`src/rtl/phyctl_pkg.sv`:
```
package phyctl_pkg;
  localparam int DATA_W      = 32;
  localparam int HALF_W      = DATA_W / 2;
  localparam int CTRL_REGS   = 7;
  localparam int IDX_W       = $clog2(CTRL_REGS);
  localparam int STATUS_WORD = 8;

  // field placement
  localparam int PWR_REG   = 6;
  localparam int PWR_BIT   = 0;
  localparam int DLL_BIT   = 1;
  localparam int DRV_LSB   = 4;
  localparam int DRV_W     = 3;
  localparam int CLK_REG   = 0;
  localparam int FREQ_LSB  = 12;
  localparam int FREQ_W    = 2;
  localparam int TAPEN_BIT = 11;
  localparam int TAP_LSB   = 7;
  localparam int TAP_W     = 4;
  localparam int STAT_CAL_BIT = 6;
  localparam int STAT_DLL_BIT = 5;

  typedef struct packed {
    logic [CTRL_REGS-1:0] wrSel;
    logic                 rdCtrl;
    logic                 rdStatus;
    logic [IDX_W-1:0]     rdIdx;
  } strobe_t;
endpackage

```
`src/rtl/phyctl_decode.sv`:
```
module phyctl_decode
  import phyctl_pkg::*;
#(
  parameter int ADDR_W = 8
) (
  input  logic [ADDR_W-1:0] addr,
  input  logic              wrEn,
  input  logic              rdEn,
  output strobe_t           strb
);
  localparam int WIDX_W = ADDR_W - 2;

  logic [WIDX_W-1:0] wordIdx;
  logic              aligned;
  logic              ctrlHit;

  assign wordIdx = addr[ADDR_W-1:2];
  assign aligned = (addr[1:0] == 2'b00);
  assign ctrlHit = aligned && (wordIdx < WIDX_W'(CTRL_REGS));

  genvar i;
  generate
    for (i = 0; i < CTRL_REGS; i++) begin : g_sel
      assign strb.wrSel[i] = wrEn && aligned && (wordIdx == WIDX_W'(i));
    end
  endgenerate

  assign strb.rdCtrl   = rdEn && ctrlHit;
  assign strb.rdStatus = rdEn && aligned && (wordIdx == WIDX_W'(STATUS_WORD));
  assign strb.rdIdx    = wordIdx[IDX_W-1:0];
endmodule

```
`src/rtl/phyctl_store.sv`:
```
module phyctl_store
  import phyctl_pkg::*;
(
  input  logic                             clk,
  input  logic                             rstN,
  input  strobe_t                          strb,
  input  logic [DATA_W-1:0]                wrData,
  input  logic                             calDone,
  input  logic                             dllReady,
  output logic [CTRL_REGS-1:0][HALF_W-1:0] regWord,
  output logic [DATA_W-1:0]                rdData
);
  logic [HALF_W-1:0] wrMask;
  logic [HALF_W-1:0] wrVal;
  logic [DATA_W-1:0] rdNext;
  logic [HALF_W-1:0] ctrlView;

  assign wrMask = wrData[DATA_W-1:HALF_W];
  assign wrVal  = wrData[HALF_W-1:0];

  genvar i;
  generate
    for (i = 0; i < CTRL_REGS; i++) begin : g_word
      always_ff @(posedge clk or negedge rstN) begin
        if (!rstN)
          regWord[i] <= '0;
        else if (strb.wrSel[i])
          regWord[i] <= (regWord[i] & ~wrMask) | (wrVal & wrMask);
      end
    end
  endgenerate

  always_comb begin
    ctrlView = '0;
    for (int k = 0; k < CTRL_REGS; k++) begin
      if (strb.rdIdx == IDX_W'(k)) ctrlView = regWord[k];
    end
  end

  always_comb begin
    rdNext = '0;
    if (strb.rdCtrl) begin
      rdNext[HALF_W-1:0] = ctrlView;
    end else if (strb.rdStatus) begin
      rdNext[STAT_CAL_BIT] = calDone;
      rdNext[STAT_DLL_BIT] = dllReady;
    end
  end

  always_ff @(posedge clk or negedge rstN) begin
    if (!rstN) rdData <= '0;
    else       rdData <= rdNext;
  end
endmodule

```
`src/rtl/phyctl_regbank.sv`:
```
module phyctl_regbank
  import phyctl_pkg::*;
#(
  parameter int ADDR_W = 8
) (
  input  logic              clk,
  input  logic              rstN,
  input  logic [ADDR_W-1:0] addr,
  input  logic [31:0]       wrData,
  input  logic              wrEn,
  input  logic              rdEn,
  output logic [31:0]       rdData,
  output logic              pwrUp,
  output logic              dllEn,
  output logic [2:0]        driveSel,
  output logic [1:0]        freqSel,
  output logic              tapDlyEn,
  output logic [3:0]        tapDly,
  input  logic              calDone,
  input  logic              dllReady
);
  strobe_t                          strb;
  logic [CTRL_REGS-1:0][HALF_W-1:0] regWord;

  phyctl_decode #(.ADDR_W(ADDR_W)) u_decode (
    .addr (addr),
    .wrEn (wrEn),
    .rdEn (rdEn),
    .strb (strb)
  );

  phyctl_store u_store (
    .clk      (clk),
    .rstN     (rstN),
    .strb     (strb),
    .wrData   (wrData),
    .calDone  (calDone),
    .dllReady (dllReady),
    .regWord  (regWord),
    .rdData   (rdData)
  );

  assign pwrUp    = regWord[PWR_REG][PWR_BIT];
  assign dllEn    = regWord[PWR_REG][DLL_BIT];
  assign driveSel = regWord[PWR_REG][DRV_LSB +: DRV_W];
  assign freqSel  = regWord[CLK_REG][FREQ_LSB +: FREQ_W];
  assign tapDlyEn = regWord[CLK_REG][TAPEN_BIT];
  assign tapDly   = regWord[CLK_REG][TAP_LSB +: TAP_W];
endmodule

```
`config.mk`:
```
export PLATFORM = sky130hd
export DESIGN_NAME = phyctl_regbank
export DESIGN_NICKNAME = d
export VERILOG_FILES = /design/src/rtl/phyctl_pkg.sv /design/src/rtl/phyctl_decode.sv /design/src/rtl/phyctl_store.sv /design/src/rtl/phyctl_regbank.sv
export SDC_FILE = /design/constraint.sdc
export NUM_CORES = 1
export LEC_CHECK = 0
export BUFFER_PORTS_ARGS = -buffer_cell sky130_fd_sc_hd__clkbuf_2
export CORE_MARGIN = 5
export CORE_UTILIZATION = 35
export CTS_BUF_LIST = sky130_fd_sc_hd__clkbuf_16
export CTS_CLUSTER_DIAMETER = 200
export DETAILED_ROUTE_END_ITERATION = 8
export PLACE_DENSITY = 0.53
export SLEW_MARGIN = 20
export SYNTH_ARGS = -nofsm -noshare
export SYNTH_HDL_FRONTEND = slang
export SYNTH_SLANG_ARGS = --single-unit
```
`constraint.sdc`:
```
create_clock -name clk -period 1.3 [get_ports clk]
set_input_delay 0.065 -clock clk [delete_from_list [all_inputs] [get_ports clk]]
set_output_delay 0.065 -clock clk [all_outputs]
set_load 0.01 [all_outputs]
```
==> flow_summary.ini <==
[run_status]
status = complete, but fails checks
violations = setup timing

[place]
place_area_sq_um = 7320
dpl.hpwl_mm = 11.9
io_buffers = 73
dp_slack_ns = -0.670
routabilityCongestion = 0.786

[layout]
fillers = 1641
syn2layout_area_growth_pct = 35.7
nets = 742
final_area_sq_um = 8690
antenna_cells = 0
drive_gt1_share_pct = 41.8

[clocking]
cts_root_buffer = clkbuf_16
cts_buffers = 17
cts_max_level = 4
clock-sinks = 128
cts_tree = built
cts.clk_slew.worst_paths_ns = 0.05
clkLatencyLatePin_ns = 0.41
cts.path.max_buffers = 2

[route]
drt-initial-drc-count = 247
ant_nets = 0
wire_per_inst_microns = 19.1
dr.pass1.iters = 5
routed-via-count = 4860
vias_per_cell = 5.20
drc = 0
wl_mm = 17.9

[sta]
layout_setup_ws_ns = -0.156
setup_viol = 106
max_freq_ghz = 0.687
finalCritPeriodShare_pct = 112
whs_ns = 0.0317
rsz0062_at_grt = true
period_needed_ns = 1.46
drv_slew = 0
hold_violations = 0
fin_skew_ns = 0.00454
tns_ns = -9.91

[pwr]
power.leakage_nw = 4.38
totalPowerFinal_mw = 9.19
ir_drop_uv = 962
power_density_nw_per_um2 = 1060

[floorplanning]
rows = 49
die_w_microns = 145
die_h_microns = 145
core_sq_um = 18000
io_pins = 90
die-area_sq_um = 21100
start_util_pct = 35.7

[global_route]
grt_pass1_vias = 5074
grt_pass1_wl_mm = 28.0
grt_antenna_before_repair = 0
grt_use_total_pct = 16.5
grt_max_degree = 43
grt_overflow_total = 0

[logic_synthesis]
synth_area_leaders = dfrtp_1 (50%), mux2_1 (20%), nand2_1 (6.5%)
synth_top_area_share_pct = 50.0
syn_area_per_cell_sq_um = 11.4
ys_warn_count = 0
yosys_register_bits = 128
yosysUniqueCellTypes = 35
syn-cell-area_sq_um = 6410
ys_seq_area_share_pct = 50.0
synth_top_area_cell = dfrtp_1
syn_inst = 562

[critical_path]
cp.required_ns = 1.59
crit_path_start_kind = primary input
critPathMaxFanout = 6
worstSetupPathType = in2reg
endpoint_kind = register
cp.arrival_ns = 1.75

[hold_path]
min_path_type = in2reg

[flow_run]
max_cap_viol_count = 0
[worst paths after layout]
| check | start | end | slack [ns] | cells after the start |
|---|---|---|---|---|
| max in group asynchronous | rstN | async pin | 0.65 | 3 |
| hold reg to reg | register | register | 0.49 | 1 |
| hold / removal | wrData[12] | register | 0.03 | 2 |
| setup / recovery | addr[1] | register | -0.16 | 8 |
| setup reg to reg | register | u_store.rdData[5]$_DFF_PN0_ | 0 | 4 |
| min in group asynchronous | rstN | async pin | 0.10 | 2 |
[area by class of cell]
cell class | count | area (sq um) | area share, %
clock buffer | 17 | 425 | 4.89
clock inverter | 12 | 82.6 | 0.950
inverter | 3 | 11.3 | 0.130
multi-input combinational | 391 | 3450 | 39.7
sequential | 128 | 3200 | 36.9
tap | 229 | 287 | 3.30
timing repair buffer | 155 | 1230 | 14.1
[synth_stat cells]
cell type / number
buf_2: 9
mux2_1: 112
o221a_2: 2
nand2b_1: 3
dfrtp_1: 128
nand3b_1: 2
or2b_1: 2
nor2_1: 18
and3_1: 1
o21ai_1: 2
nor4_2: 1
or4_4: 1
nand3_1: 16
nor2b_1: 18
buf_6: 3
a31oi_1: 2
and4bb_1: 1
nor3_4: 4
nor3_1: 2
mux4_2: 2
mux2i_1: 14
a21oi_1: 2
nand2_1: 111
o221ai_1: 2
a211oi_1: 30
conb_1: 1
buf_1: 5
or3b_2: 1
buf_4: 27
o221a_1: 10
nor4_4: 2
a32o_1: 2
clkbuf_1: 11
o22ai_1: 12
inv_1: 3
[metal layers]
metal / vias up / global-route usage (%) / wire length, microns
li1: 2218 / - / -
met1: 2497 / 22.3 / 8130
met2: 129 / 26.3 / 8680
met3: 16 / 4.12 / 894
met4: 0 / 4.99 / 186
met5: - / 0 / 0
[per-stage QoR]
stage	instances	utilization (%)
finish	935	48.4
global route	935	48.4
CTS	932	45.6
detailed placement	882	40.8
global placement	882	40.8
floorplan	577	-
[where the power goes]
group | internal (mW) | switching [mW]
logic | 0.364 | 0.519
registers | 4.08 | 0.0553
clock network | 2.53 | 1.63
[cell usage in the layout, fill, tap and decap left out, types with 3 or more instances in the layout]
master,instances
a211oi_1,26
a211oi_2,4
buf_12,11
buf_4,42
buf_6,10
clkbuf_16,18
clkbuf_2,71
clkinv_2,5
conb_1,16
dfrtp_1,128
dlygate4sd3_1,18
inv_1,6
mux2_1,50
mux2_4,62
mux2i_1,14
nand2_1,69
nand2_2,22
nand2_4,20
nand2b_1,3
nand3_1,4
nand3_2,10
nor2_1,18
nor2b_1,18
nor3_4,4
nor4_4,3
o221a_1,10
o22ai_1,12
[critical path: stages]
cell and delay (ns):
clkbuf_2 0.08, or4_4 0.59, buf_6 0.15, nor4_4 0.15, buf_6 0.17, clkbuf_16 0.17, nand2_2 0.06, mux2_4 0.30
[timing repair]
| item | 4_1_cts | 5_1_grt |
|---|---|---|
| endpoints found under the setup margin | 123 | 124 |
| hold endpoints to repair | 235 | 0 |
| setup buffers | 3 | 4 |
| hold buffers | 18 | 0 |
| cloned | 0 | 1 |
| pin swaps | 8 | 8 |
| resized for setup | 39 | 128 |
[logic make-up (layout without fill, tap and decap cells)]
logic type             Yosys count  after routing  share of synthesized area, %
AOI/OAI and AO/OA               64             64                          7.89
muxes                          128            128                          22.6
and+or+nand+nor                183            183                          14.0
other                            1             16                        0.0585
buffers and inverters           58            187                          5.51
DFF                            128            128                          50.0
No activity file was read; power rests on OpenSTA's default activity.
